File: config.mk
export PLATFORM = sky130hd
export DESIGN_NAME = tx_eoi_handler
export DESIGN_NICKNAME = d
export VERILOG_FILES = /design/src/rtl/tx_eoi_pkg.sv /design/src/rtl/eoi_cmd_fsm.sv /design/src/rtl/discard_carry_fsm.sv /design/src/rtl/gp_down_timer.sv /design/src/rtl/tx_eoi_handler.sv
export SDC_FILE = /design/constraint.sdc
export NUM_CORES = 1
export LEC_CHECK = 0
export CAP_MARGIN = 20
export CELL_PAD_IN_SITES_DETAIL_PLACEMENT = 1
export CELL_PAD_IN_SITES_GLOBAL_PLACEMENT = 1
export CORE_MARGIN = 5
export CORE_UTILIZATION = 26
export CTS_CLUSTER_SIZE = 8
export DETAILED_ROUTE_END_ITERATION = 12
export PLACE_DENSITY_LB_ADDON = 0.1
export SLEW_MARGIN = 10
export SYNTH_ARGS = -nofsm -noshare
export SYNTH_HDL_FRONTEND = slang
export SYNTH_SLANG_ARGS = --single-unit
File: constraint.sdc
create_clock -name clk -period 4.4 [get_ports clk]
set_input_delay 0.66 -clock clk [delete_from_list [all_inputs] [get_ports clk]]
set_output_delay 0.66 -clock clk [all_outputs]
set_load 0.01 [all_outputs]
File: src/rtl/tx_eoi_pkg.sv
package tx_eoi_pkg;

    localparam int CMD_W = 8;

    // interrupt kind being closed
    typedef enum logic [1:0] {
        IRQ_XFER  = 2'b00,
        IRQ_EOB   = 2'b01,
        IRQ_OTHER = 2'b10,
        IRQ_NONE  = 2'b11
    } irq_kind_e;

    // decoded command byte, bit 7 down to bit 0
    typedef struct packed {
        logic       term;
        logic       eof;
        logic       set_t2;
        logic       set_t1;
        logic       notx;
        logic [2:0] rsvd;
    } eoi_cmd_t;

    typedef enum logic {
        C_IDLE,
        C_EXEC
    } cmd_state_e;

    typedef enum logic [1:0] {
        D_IDLE,
        D_ARMED,
        D_FIRE
    } carry_state_e;

    typedef enum logic {
        T_IDLE,
        T_RUN
    } tmr_state_e;

endpackage

File: src/rtl/eoi_cmd_fsm.sv
module eoi_cmd_fsm
    import tx_eoi_pkg::*;
#(
    parameter int DW = CMD_W
) (
    input  logic          clk,
    input  logic          rst_n,
    input  logic          wr_en,
    input  logic [DW-1:0] wr_data,
    input  logic [1:0]    irq_type,
    input  logic          sync_mode,
    input  logic          dma_mode,
    input  logic [DW-1:0] timer_val,
    output logic          ctx_pop,
    output logic          cur_discard,
    output logic          arm_carry,
    output logic          frame_end,
    output logic          no_xfer,
    output logic          rsvd_err,
    output logic          load_t1,
    output logic          load_t2,
    output logic [DW-1:0] load_val
);

    cmd_state_e      state_q, state_d;
    eoi_cmd_t        cmd_q;
    logic            sync_q;
    logic            dma_q;
    irq_kind_e       kind_q;
    logic [DW-1:0]   val_q;

    // state register and write capture
    always_ff @(posedge clk or negedge rst_n) begin
        if (!rst_n) begin
            state_q <= C_IDLE;
            cmd_q   <= '0;
            sync_q  <= 1'b0;
            dma_q   <= 1'b0;
            kind_q  <= IRQ_NONE;
            val_q   <= '0;
        end else begin
            state_q <= state_d;
            if (wr_en) begin
                cmd_q  <= eoi_cmd_t'(wr_data[7:0]);
                sync_q <= sync_mode;
                dma_q  <= dma_mode;
                kind_q <= irq_kind_e'(irq_type);
                val_q  <= timer_val;
            end
        end
    end

    // transitions: C_IDLE -> C_EXEC on write, C_EXEC -> C_IDLE otherwise
    always_comb begin
        state_d = state_q;
        unique case (state_q)
            C_IDLE: if (wr_en) state_d = C_EXEC;
            C_EXEC: state_d = wr_en ? C_EXEC : C_IDLE;
            default: state_d = C_IDLE;
        endcase
    end

    // outputs: every action lasts the single C_EXEC cycle
    always_comb begin
        ctx_pop     = 1'b0;
        cur_discard = 1'b0;
        arm_carry   = 1'b0;
        frame_end   = 1'b0;
        no_xfer     = 1'b0;
        rsvd_err    = 1'b0;
        load_t1     = 1'b0;
        load_t2     = 1'b0;
        load_val    = val_q;
        unique case (state_q)
            C_IDLE: ;
            C_EXEC: begin
                ctx_pop     = 1'b1;
                cur_discard = cmd_q.term && dma_q;
                arm_carry   = cmd_q.term && dma_q && (kind_q == IRQ_EOB);
                frame_end   = cmd_q.eof && sync_q && !dma_q;
                no_xfer     = cmd_q.notx;
                rsvd_err    = |cmd_q.rsvd;
                load_t1     = cmd_q.set_t1 && sync_q;
                load_t2     = cmd_q.set_t2 && sync_q;
            end
            default: ;
        endcase
    end

endmodule

File: src/rtl/discard_carry_fsm.sv
module discard_carry_fsm
    import tx_eoi_pkg::*;
(
    input  logic clk,
    input  logic rst_n,
    input  logic arm,
    input  logic next_buf,
    output logic fire,
    output logic pending
);

    carry_state_e state_q, state_d;

    always_ff @(posedge clk or negedge rst_n) begin
        if (!rst_n) state_q <= D_IDLE;
        else        state_q <= state_d;
    end

    // D_IDLE -arm-> D_ARMED -next_buf-> D_FIRE -> D_IDLE (or D_ARMED on arm)
    always_comb begin
        state_d = state_q;
        unique case (state_q)
            D_IDLE:  if (arm) state_d = D_ARMED;
            D_ARMED: if (next_buf) state_d = D_FIRE;
            D_FIRE:  state_d = arm ? D_ARMED : D_IDLE;
            default: state_d = D_IDLE;
        endcase
    end

    always_comb begin
        fire    = 1'b0;
        pending = 1'b0;
        unique case (state_q)
            D_IDLE:  ;
            D_ARMED: pending = 1'b1;
            D_FIRE:  fire    = 1'b1;
            default: ;
        endcase
    end

endmodule

File: src/rtl/gp_down_timer.sv
module gp_down_timer
    import tx_eoi_pkg::*;
#(
    parameter int W = 16
) (
    input  logic         clk,
    input  logic         rst_n,
    input  logic         load,
    input  logic [W-1:0] load_val,
    input  logic         tick,
    output logic [W-1:0] cnt,
    output logic         zero_irq
);

    localparam logic [W-1:0] ONE = W'(1);

    tmr_state_e   state_q, state_d;
    logic [W-1:0] cnt_q;
    logic         irq_q;
    logic         last_tick;

    assign last_tick = (state_q == T_RUN) && tick && (cnt_q == ONE);

    // T_IDLE -load nonzero-> T_RUN -count hits zero-> T_IDLE; load wins
    always_comb begin
        state_d = state_q;
        if (load) begin
            state_d = (load_val != '0) ? T_RUN : T_IDLE;
        end else begin
            unique case (state_q)
                T_IDLE: ;
                T_RUN:  if (last_tick) state_d = T_IDLE;
                default: state_d = T_IDLE;
            endcase
        end
    end

    always_ff @(posedge clk or negedge rst_n) begin
        if (!rst_n) state_q <= T_IDLE;
        else        state_q <= state_d;
    end

    always_ff @(posedge clk or negedge rst_n) begin
        if (!rst_n) begin
            cnt_q <= '0;
            irq_q <= 1'b0;
        end else begin
            irq_q <= !load && last_tick;
            if (load)
                cnt_q <= load_val;
            else if (state_q == T_RUN && tick)
                cnt_q <= cnt_q - ONE;
        end
    end

    assign cnt      = cnt_q;
    assign zero_irq = irq_q;

endmodule

File: src/rtl/tx_eoi_handler.sv
module tx_eoi_handler
    import tx_eoi_pkg::*;
#(
    parameter int DW   = CMD_W,
    parameter int T1_W = 16,
    parameter int T2_W = 8
) (
    input  logic            clk,
    input  logic            rst_n,
    input  logic            wr_en,
    input  logic [DW-1:0]   wr_data,
    input  logic [1:0]      irq_type,
    input  logic            sync_mode,
    input  logic            dma_mode,
    input  logic [DW-1:0]   timer_val,
    input  logic            next_buf,
    input  logic            tick,
    output logic            ctx_pop,
    output logic            buf_discard,
    output logic            disc_pending,
    output logic            frame_end,
    output logic            no_xfer,
    output logic            rsvd_err,
    output logic            tmr_irq,
    output logic [T1_W-1:0] tmr1_cnt,
    output logic [T2_W-1:0] tmr2_cnt
);

    localparam int T1_PAD = T1_W - DW;

    logic            cur_discard;
    logic            arm_carry;
    logic            carry_fire;
    logic            load_t1;
    logic            load_t2;
    logic [DW-1:0]   load_val;
    logic [T1_W-1:0] t1_val;
    logic [T2_W-1:0] t2_val;
    logic            z1;
    logic            z2;

    eoi_cmd_fsm #(.DW(DW)) u_cmd (
        .clk         (clk),
        .rst_n       (rst_n),
        .wr_en       (wr_en),
        .wr_data     (wr_data),
        .irq_type    (irq_type),
        .sync_mode   (sync_mode),
        .dma_mode    (dma_mode),
        .timer_val   (timer_val),
        .ctx_pop     (ctx_pop),
        .cur_discard (cur_discard),
        .arm_carry   (arm_carry),
        .frame_end   (frame_end),
        .no_xfer     (no_xfer),
        .rsvd_err    (rsvd_err),
        .load_t1     (load_t1),
        .load_t2     (load_t2),
        .load_val    (load_val)
    );

    discard_carry_fsm u_carry (
        .clk      (clk),
        .rst_n    (rst_n),
        .arm      (arm_carry),
        .next_buf (next_buf),
        .fire     (carry_fire),
        .pending  (disc_pending)
    );

    // timer 1 takes the byte into its high part
    assign t1_val = {load_val, {T1_PAD{1'b0}}};
    assign t2_val = T2_W'(load_val);

    gp_down_timer #(.W(T1_W)) u_tmr1 (
        .clk      (clk),
        .rst_n    (rst_n),
        .load     (load_t1),
        .load_val (t1_val),
        .tick     (tick),
        .cnt      (tmr1_cnt),
        .zero_irq (z1)
    );

    gp_down_timer #(.W(T2_W)) u_tmr2 (
        .clk      (clk),
        .rst_n    (rst_n),
        .load     (load_t2),
        .load_val (t2_val),
        .tick     (tick),
        .cnt      (tmr2_cnt),
        .zero_irq (z2)
    );

    assign buf_discard = cur_discard | carry_fire;
    assign tmr_irq     = z1 | z2;

endmodule

== After elaboration in Yosys (flattened, before gate mapping) ==
Cells that the tools add are included.
Storage, ports and cells
  register bits: 51
  input bits: 25
  output and inout port bits: 31
Cells by class
  add/subtract/negate cells: 2
  equality and inequality tests: 7
  muxes and demuxes: 27
  bitwise gates (word level): 2
  reductions and logical operators: 22
Operators with widths (count)
  2-to-1 mux 16 bit: 2
  2-to-1 mux 1 bit: 20
  equality test 16 x 1 -> 1 bit, second input constant: 1
  2-to-1 mux 8 bit: 2
  nonzero test 16 bit: 1
  subtractor 16 x 1 -> 16 bit, second input constant: 1
  logical AND 1 bit: 12
  equality test 8 x 1 -> 1 bit, second input constant: 1
  nonzero test 8 bit: 1
  subtractor 8 x 1 -> 8 bit, second input constant: 1
  one-hot mux 2 bit (3 select lines): 1
  equality test 2 x 1 -> 1 bit, second input constant: 2
  2-to-1 mux 2 bit: 2
  nonzero test 2 bit: 2
  logical NOT 1 bit: 3
  OR reduction 3 bit: 1
  equality test 2 bit, second input constant: 1
  logical NOT 2 bit: 1
  inequality test 2 x 1 -> 1 bit, second input constant: 1
  inequality test 2 bit, second input constant: 1
  OR 1 bit: 2
  AND reduction 2 bit: 1

== Logic depth before layout (Yosys ltp) ==
Gate-level depths: netlist of run 1.
  depth in word-level cells: 5
  mapped depth: 6
  mapped depth without buffers: 6

== By module ==
From an unflattened synthesis of run 1, not the netlist that was laid out.
Unflattened totals
  cells, all modules: 236
  area total of the unflattened synthesis: 2636.3 um^2
By module, submodules not included
  gp_down_timer at u_tmr1: instances 1, cells an instance 112, area each 1042.2 um^2, seq. area each 450.4 um^2
  eoi_cmd_fsm: instances 1, cells an instance 50, area each 903.4 um^2, seq. area each 528.0 um^2
  gp_down_timer at u_tmr2: instances 1, cells an instance 64, area each 588.1 um^2, seq. area each 250.2 um^2
  discard_carry_fsm: instances 1, cells an instance 7, area each 86.3 um^2, seq. area each 50.0 um^2
  tx_eoi_handler: instances 1, cells an instance 3, area each 16.3 um^2, seq. area each 0.0 um^2

== Worst setup path before layout of run 1 ==
OpenSTA, ideal clock, no wires.
  path kind: input port to flip-flop
  from: in tick
  to: reg u_tmr1.state_q
  library setup time: 0.120 ns
  data arrival time: 1.857 ns
  data required time: 4.280 ns
  slack: 2.423 ns
  cell stages on the path: 6
  cells stage by stage: buf_2 and3b_1 clkbuf_1 nand4_1 or3b_1 a31o_1
Between the ends
  word-level cells in the longest chain between the ends: 5
RTL lines
  start, declared: line tx_eoi_handler.sv:17  | input logic tick,
  logical AND 1 bit (2 in series): line gp_down_timer.sv:22  | assign last_tick = (state_q == T_RUN) && tick && (cnt_q == ONE);
  2-to-1 mux 1 bit: line gp_down_timer.sv:32  | T_RUN: if (last_tick) state_d = T_IDLE;
  2-to-1 mux 1 bit: line gp_down_timer.sv:30  | unique case (state_q)
  2-to-1 mux 1 bit: line gp_down_timer.sv:27  | if (load) begin
  via u_tmr1.state_d: line gp_down_timer.sv:17  | tmr_state_e state_q, state_d;
  end signal, assigned: line gp_down_timer.sv:40  | else state_q <= state_d;
  end, declared: line gp_down_timer.sv:17
The timed path passes the listed nets, and every way through them passes these cells.
A chain may end at the register's enable or synchronous reset.

== Worst setup path in the final report of run 1 ==
Same ends and word-level chain as after synthesis.

==> flow_metrics.env, run 1 <==
export IMPL_fmax_mhz=434
export IMPL_worst_hold_path_type="in -> async"
export IMPL_fillerInstances=1029
export IMPL_worst_slew_margin_rel=0.321
export IMPL_area_growth_syn_to_layout_pct=32.2
export IMPL_timing_critical_path_from_type="input port"
export IMPL_grt_util_all_layers=0.116
export IMPL_finalHoldWorstSlack_ns=0.463
export IMPL_cts_resized=0
export IMPL_route_antenna_remaining_nets=0
export IMPL_synth_lib_cells_used_distinct=40
export IMPL_endpoint_kind="register"
export IMPL_insertedDiodeCount=0
export IMPL_synth_area_per_cell_sq_um=11.1
export IMPL_avgViaCountPerCell=4.68
export IMPL_finalWirelength_um=6200
export IMPL_cts_hold_repair_buffers=0
export IMPL_detailedPlacementHpwl_um=4380
export IMPL_gp_routability_congestion=0.703
export IMPL_die_height_um=106
export IMPL_grt_met1_usage=0.147
export IMPL_drc=0
export IMPL_grt_ovfl_total=0
export IMPL_maxCapViolations=0
export IMPL_final_hold_viol_count=0
export IMPL_cellPowerDensity_nw_per_um2=556
export IMPL_worst_ep_arrival_time_ns=2.50
export IMPL_max_slew_worst_pin_slew_ns=1.02
export IMPL_postSynthCellCount=217
export IMPL_top_ports=56
export IMPL_final_max_slew_viol_count=0
export IMPL_dieWidth_um=106
export IMPL_port_bufs=55
export IMPL_fp_dieArea_sq_um=11300
export IMPL_synthDominantCellAreaShare=0.510
export IMPL_tritoncts="built"
export IMPL_layout_nets=301
export IMPL_post_route_period_util=0.524
export IMPL_total_standard_cell_area_after_synthesis_sq_um=2410
export IMPL_core_rowCount=35
export IMPL_synth_async_reset_ratio=1.00
export IMPL_grt_setup_unrepaired="false"
export IMPL_starting_density_of_the_core=0.263
export IMPL_path_class="in -> reg"
export IMPL_post_synth_main_area_contributors="sky130_fd_sc_hd__dfrtp_1 51%, sky130_fd_sc_hd__mux2_2 8.9%, sky130_fd_sc_hd__xor2_1 4.7%, sky130_fd_sc_hd__nand2_1 3.6%, sky130_fd_sc_hd__o21ai_1 3.1%"
export IMPL_wl_per_cell_um=16.1
export IMPL_ctsLongestPathBuffers=2
export IMPL_dr_total_vias=1797
export IMPL_clkTransAtPathRegs_ns=0.11
export IMPL_clkSinkCount=51
export IMPL_ir_worst_vdd_v=0.000196
export IMPL_crit_required_ns=4.60
export IMPL_grt_max_degree=52
export IMPL_grt_met3_usage=0.0364
export IMPL_synth_edf_count=0
export IMPL_synth_largest_area_cell="sky130_fd_sc_hd__dfrtp_1"
export IMPL_clock_root_buffer="sky130_fd_sc_hd__clkbuf_8"
export IMPL_seq_area_frac_synth=0.531
export IMPL_gr_usage_met2=0.188
export IMPL_fin_skew_ns=0.0138
export IMPL_first_global_vias=2028
export IMPL_gr_max_usage_layer="met2"
export IMPL_drt_pass1_iterations=4
export IMPL_coreArea_sq_um=9150
export IMPL_cts_setup_buffers=0
export IMPL_yosysWarningCount=0
export IMPL_mappedNetlistNets=246
export IMPL_layout_min_cycle_time_ns=2.30
export IMPL_run_status="finished, final reports clean"
export IMPL_antenna_found_initial=0
export IMPL_fin_tns_setup_ns=0
export IMPL_final_layout_size_suffix_gt1_frac=0.132
export IMPL_synth_top_flop_cell="sky130_fd_sc_hd__dfrtp_1"
export IMPL_h_tree_depth=2
export IMPL_synthMostInstantiatedCell="sky130_fd_sc_hd__dfrtp_1"
export IMPL_drt_initial_drc_count=40
export IMPL_netlist_top_cells_count="49 x sky130_fd_sc_hd__dfrtp_1, 23 x sky130_fd_sc_hd__nand2_1, 19 x sky130_fd_sc_hd__mux2_2"
export IMPL_cts_buffers=5
export IMPL_worstPathMaxFanout=10
export IMPL_final_setup_viol_count=0
export IMPL_grt_first_pass_wirelength_um=10400
export IMPL_ys_ff_latch=51
export IMPL_clkLatencyLatePin_ns=0.32
export IMPL_power_leakage_nw=1.27
[final timing paths]
path / startpoint / end / slack, ns / cells past startpoint
setup reg to reg: u_tmr1.cnt[6] / u_tmr1.cnt[15] / 2.49 / 4
hold reg to reg: u_carry.state_q[0] / u_carry.state_q[0] / 0.50 / 1
hold / removal: rst_n / u_cmd.load_val[7] / 0.46 / 2
max in group asynchronous: rst_n / u_tmr2.cnt[2] / 3.50 / 2
min in group clk: u_carry.state_q[0] / u_carry.state_q[0] / 0.50 / 1
setup / recovery: tick / u_tmr1.state_q / 2.10 / 5
[final cells by class]
type	count	area, sq um	area share
clock buffers	5	68.8	0.0216
clock inverters	3	46.3	0.0145
inverters	6	22.5	0.00708
multi-input cells	152	1070	0.337
flip-flops and latches	51	1280	0.402
well taps	111	139	0.0436
repair buffers	56	553	0.174
[cells by family (layout without fill, tap and decap cells)]
family / after synthesis / in the layout / synth area share
flops: 51 / 51 / 0.531
compound gates: 32 / 32 / 0.0759
xor+xnor: 18 / 18 / 0.0655
fa+ha+maj: 4 / 4 / 0.0208
mux: 19 / 19 / 0.0889
buf+inv: 14 / 70 / 0.0224
simple gates: 79 / 79 / 0.195
[per-stage QoR]
| stage | total power [mW] | std cells | area, sq um | util | worst slack, ns |
|---|---|---|---|---|---|
| finish | 1.77 | 384 | 3180 | 0.348 | 2.10 |
| floorplan | 1.09 | 217 | 2410 | - | 2.42 |
| global placement | 1.44 | 376 | 3070 | 0.335 | 1.86 |
| global route | 1.89 | 384 | 3180 | 0.348 | 1.98 |
| detailed placement | 1.44 | 376 | 3070 | 0.335 | 1.77 |
| CTS | 1.80 | 384 | 3180 | 0.348 | 2.06 |
[cell usage in the layout, fill, tap and decap left out, types with 2 or more instances in the layout]
| master | Yosys | final |
|---|---|---|
| sky130_fd_sc_hd__nand3_1 | 6 | 6 |
| sky130_fd_sc_hd__o41ai_1 | 2 | 2 |
| sky130_fd_sc_hd__nor2_1 | 14 | 14 |
| sky130_fd_sc_hd__dfrtp_1 | 49 | 49 |
| sky130_fd_sc_hd__nand4b_1 | 4 | 4 |
| sky130_fd_sc_hd__nor4_1 | 3 | 3 |
| sky130_fd_sc_hd__xor2_1 | 13 | 13 |
| sky130_fd_sc_hd__xnor2_1 | 5 | 5 |
| sky130_fd_sc_hd__clkdlybuf4s50_1 | 0 | 54 |
| sky130_fd_sc_hd__and4b_1 | 2 | 2 |
| sky130_fd_sc_hd__a21oi_1 | 6 | 6 |
| sky130_fd_sc_hd__ha_1 | 4 | 4 |
| sky130_fd_sc_hd__o21ai_1 | 15 | 15 |
| sky130_fd_sc_hd__nand4_1 | 5 | 5 |
| sky130_fd_sc_hd__dfstp_2 | 2 | 2 |
| sky130_fd_sc_hd__nand2_1 | 23 | 23 |
| sky130_fd_sc_hd__or4_1 | 3 | 3 |
| sky130_fd_sc_hd__and2_1 | 2 | 2 |
| sky130_fd_sc_hd__inv_1 | 6 | 6 |
| sky130_fd_sc_hd__nor3_1 | 3 | 3 |
| sky130_fd_sc_hd__mux2_2 | 19 | 19 |
| sky130_fd_sc_hd__nor4_4 | 2 | 2 |
| sky130_fd_sc_hd__o21ai_0 | 4 | 4 |
| sky130_fd_sc_hd__and3_1 | 2 | 2 |
| sky130_fd_sc_hd__clkbuf_8 | 0 | 5 |
[registers in the layout, summed over array words and instances, names as in the netlist, 2 cells and up]
signal	cells
u_carry.state_q	2
u_cmd.cmd_q	8
u_cmd.kind_q	2
u_cmd.load_val	8
u_tmr1.cnt	16
u_tmr2.cnt	8
[layer usage]
layer  vias to the layer above  part of all wire
li1                        875                 -
met2                        46              0.46
met4                         0            0.0071
met1                       872              0.47
met3                         4             0.059
met5                         -                 0
[where the power goes]
part / total (mW) / switching, mW / internal (mW)
registers: 0.769 / 0.175 / 0.593
clock network: 0.347 / 0.175 / 0.172
logic: 0.652 / 0.290 / 0.362
total: 1.77 / 0.641 / 1.13
[worst max-delay path, cell delays in order]
cell,delay (ns)
sky130_fd_sc_hd__clkdlybuf4s50_1,0.68
sky130_fd_sc_hd__and3b_1,0.39
sky130_fd_sc_hd__nand4_1,0.13
sky130_fd_sc_hd__or3b_1,0.41
sky130_fd_sc_hd__a31o_1,0.23
Power figures use the tool's default switching activity.
==> run 2, diff against run 1 <==
==> constraint.sdc (replaced) <==
create_clock -name clk -period 1.95 [get_ports clk]
set_input_delay 0.2925 -clock clk [delete_from_list [all_inputs] [get_ports clk]]
set_output_delay 0.2925 -clock clk [all_outputs]
set_load 0.01 [all_outputs]
==> run 2 against run 1 <==
  * Clock skew down 0.0061 ns
  * Core utilization increased by 0.68 points
  * Sequential power up 130%
  * Final area is 2.0% higher
  * Global-route usage grew 0.45 points
  * Critical endpoint is now no_xfer
  * Combinational power rose by 140%
  * Critical path type is now reg -> out
  * Non-clock buffer count is 12 higher
  * Highest routed layer unchanged
  * Critical path depth decreased by 2
  * First-iteration DRC count down 20%
==> flow_metrics.env, run 2 (synthesis gave the netlist of run 1 again) <==
export IMPL_fin_tns_setup_ns=0
export IMPL_avgViaCountPerCell=4.74
export IMPL_grt_ovfl_total=0
export IMPL_wl_per_cell_um=16.1
export IMPL_grt_first_pass_wirelength_um=10800
export IMPL_pre_cts_setup_slack_ns=0.0620
export IMPL_fin_cells=396
export IMPL_grt_max_degree=30
export IMPL_fin_skew_ns=0.00773
export IMPL_ir_worst_vdd_v=0.000289
export IMPL_ctsLongestPathBuffers=2
export IMPL_finalHoldWorstSlack_ns=0.489
export IMPL_post_route_period_util=0.923
export IMPL_port_bufs=55
export IMPL_cts_buffers=5
export IMPL_clkSinkCount=51
export IMPL_clkTransAtPathRegs_ns=0.09
export IMPL_final_design_area_no_fill_sq_um=3240
export IMPL_worstPathMaxFanout=6
export IMPL_drt_initial_drc_count=32
export IMPL_placedInstanceArea_sq_um=3130
export IMPL_worst_hold_path_type="reg -> reg"
export IMPL_final_cell_mix="54 x sky130_fd_sc_hd__clkdlybuf4s50_1, 48 x sky130_fd_sc_hd__dfrtp_1, 23 x sky130_fd_sc_hd__nand2_1"
export IMPL_drt_pass1_iterations=4
export IMPL_grt_util_all_layers=0.120
export IMPL_crit_required_ns=1.66
export IMPL_clkLatencyLatePin_ns=0.31
export IMPL_final_common_cell="sky130_fd_sc_hd__clkdlybuf4s50_1"
export IMPL_tritoncts="built"
export IMPL_final_setup_viol_count=0
export IMPL_layout_min_cycle_time_ns=1.80
export IMPL_insertedDiodeCount=0
export IMPL_worst_ep_arrival_time_ns=1.51
export IMPL_die_height_um=106
export IMPL_maxCapViolations=0
export IMPL_fin_ws_ns=0.150
export IMPL_clock_root_buffer="sky130_fd_sc_hd__clkbuf_8"
export IMPL_fillerInstances=1029
export IMPL_cellPowerDensity_nw_per_um2=1200
export IMPL_numPlacedInstances=385
export IMPL_area_growth_syn_to_layout_pct=34.8
export IMPL_dieWidth_um=106
export IMPL_max_slew_worst_pin_slew_ns=0.410
export IMPL_run_status="finished, final reports clean"
export IMPL_coreArea_sq_um=9150
export IMPL_grt_setup_unrepaired="false"
export IMPL_detailedPlacementHpwl_um=4740
export IMPL_route_antenna_remaining_nets=0
export IMPL_core_rowCount=35
export IMPL_fp_dieArea_sq_um=11300
export IMPL_endpoint_kind="output pin"
export IMPL_final_max_slew_viol_count=0
export IMPL_final_hold_viol_count=0
export IMPL_drc=0
export IMPL_fmax_mhz=556
export IMPL_dr_total_vias=1877
export IMPL_path_class="reg -> out"
export IMPL_power_leakage_nw=1.32
export IMPL_layout_core_utilization=0.354
export IMPL_antenna_found_initial=0
export IMPL_report_power_total_mw=3.90
export IMPL_worst_slew_margin_rel=0.725
export IMPL_top_ports=56
export IMPL_first_global_vias=2081
export IMPL_layout_nets=313
export IMPL_gp_routability_congestion=0.739
export IMPL_h_tree_depth=2
export IMPL_starting_density_of_the_core=0.263
export IMPL_final_layout_size_suffix_gt1_frac=0.168
export IMPL_finalWirelength_um=6360
export IMPL_largest_register_ff_count=16
export IMPL_timing_critical_path_from_type="register"
==> run 2: worst paths after layout <==
path	end	start	slack, ns	depth (start not counted)
min in group asynchronous	u_tmr1.zero_irq	rst_n	0.50	3
worst min-delay path	u_carry.state_q[0]	u_carry.state_q[0]	0.49	1
max in group asynchronous	u_cmd.kind_q[1]	rst_n	1.10	3
worst max register to register	u_tmr1.cnt[15]	u_tmr1.cnt[8]	0.19	4
worst max-delay path	no_xfer	u_cmd.state_q	0.15	3
worst min register to register	u_carry.state_q[0]	u_carry.state_q[0]	0.49	1
==> run 2: per-layer routing <==
layer,share of wire,GRT usage,wire [um],up-vias
li1,-,-,-,903
met1,0.45,0.151,2870,925
met2,0.48,0.199,3060,43
met3,0.058,0.0401,372,6
met4,0.0094,0.0278,60,0
met5,0,0,0,-
==> run 2: layout make-up <==
type	instances	area (sq um)	area share
multi-input cells	152	1070	0.331
clock inverters	3	15.0	0.00463
clock buffers	5	68.8	0.0212
flip-flops and latches	51	1280	0.395
repair buffers	68	646	0.199
inverters	6	22.5	0.00694
well taps	111	139	0.0428
==> run 2: power by group <==
group / internal [mW] / total [mW] / switching (mW)
Clock: 0.247 / 0.614 / 0.367
Combinational: 0.860 / 1.54 / 0.677
Sequential: 1.34 / 1.75 / 0.407
Total: 2.45 / 3.90 / 1.45
==> run 2: worst max-delay path, stage by stage (launching register included) <==
cell,delay [ns]
sky130_fd_sc_hd__dfrtp_2,0.45
sky130_fd_sc_hd__buf_4,0.15
sky130_fd_sc_hd__and2_1,0.13
sky130_fd_sc_hd__clkdlybuf4s50_1,0.47
==> run 2: timing repair <==
item,in CTS,in global routing
gates resized for setup,1,0
buffers inserted,0,2
hold endpoints to repair,22,0
hold buffers,1,0
endpoints found under the setup margin,1,1
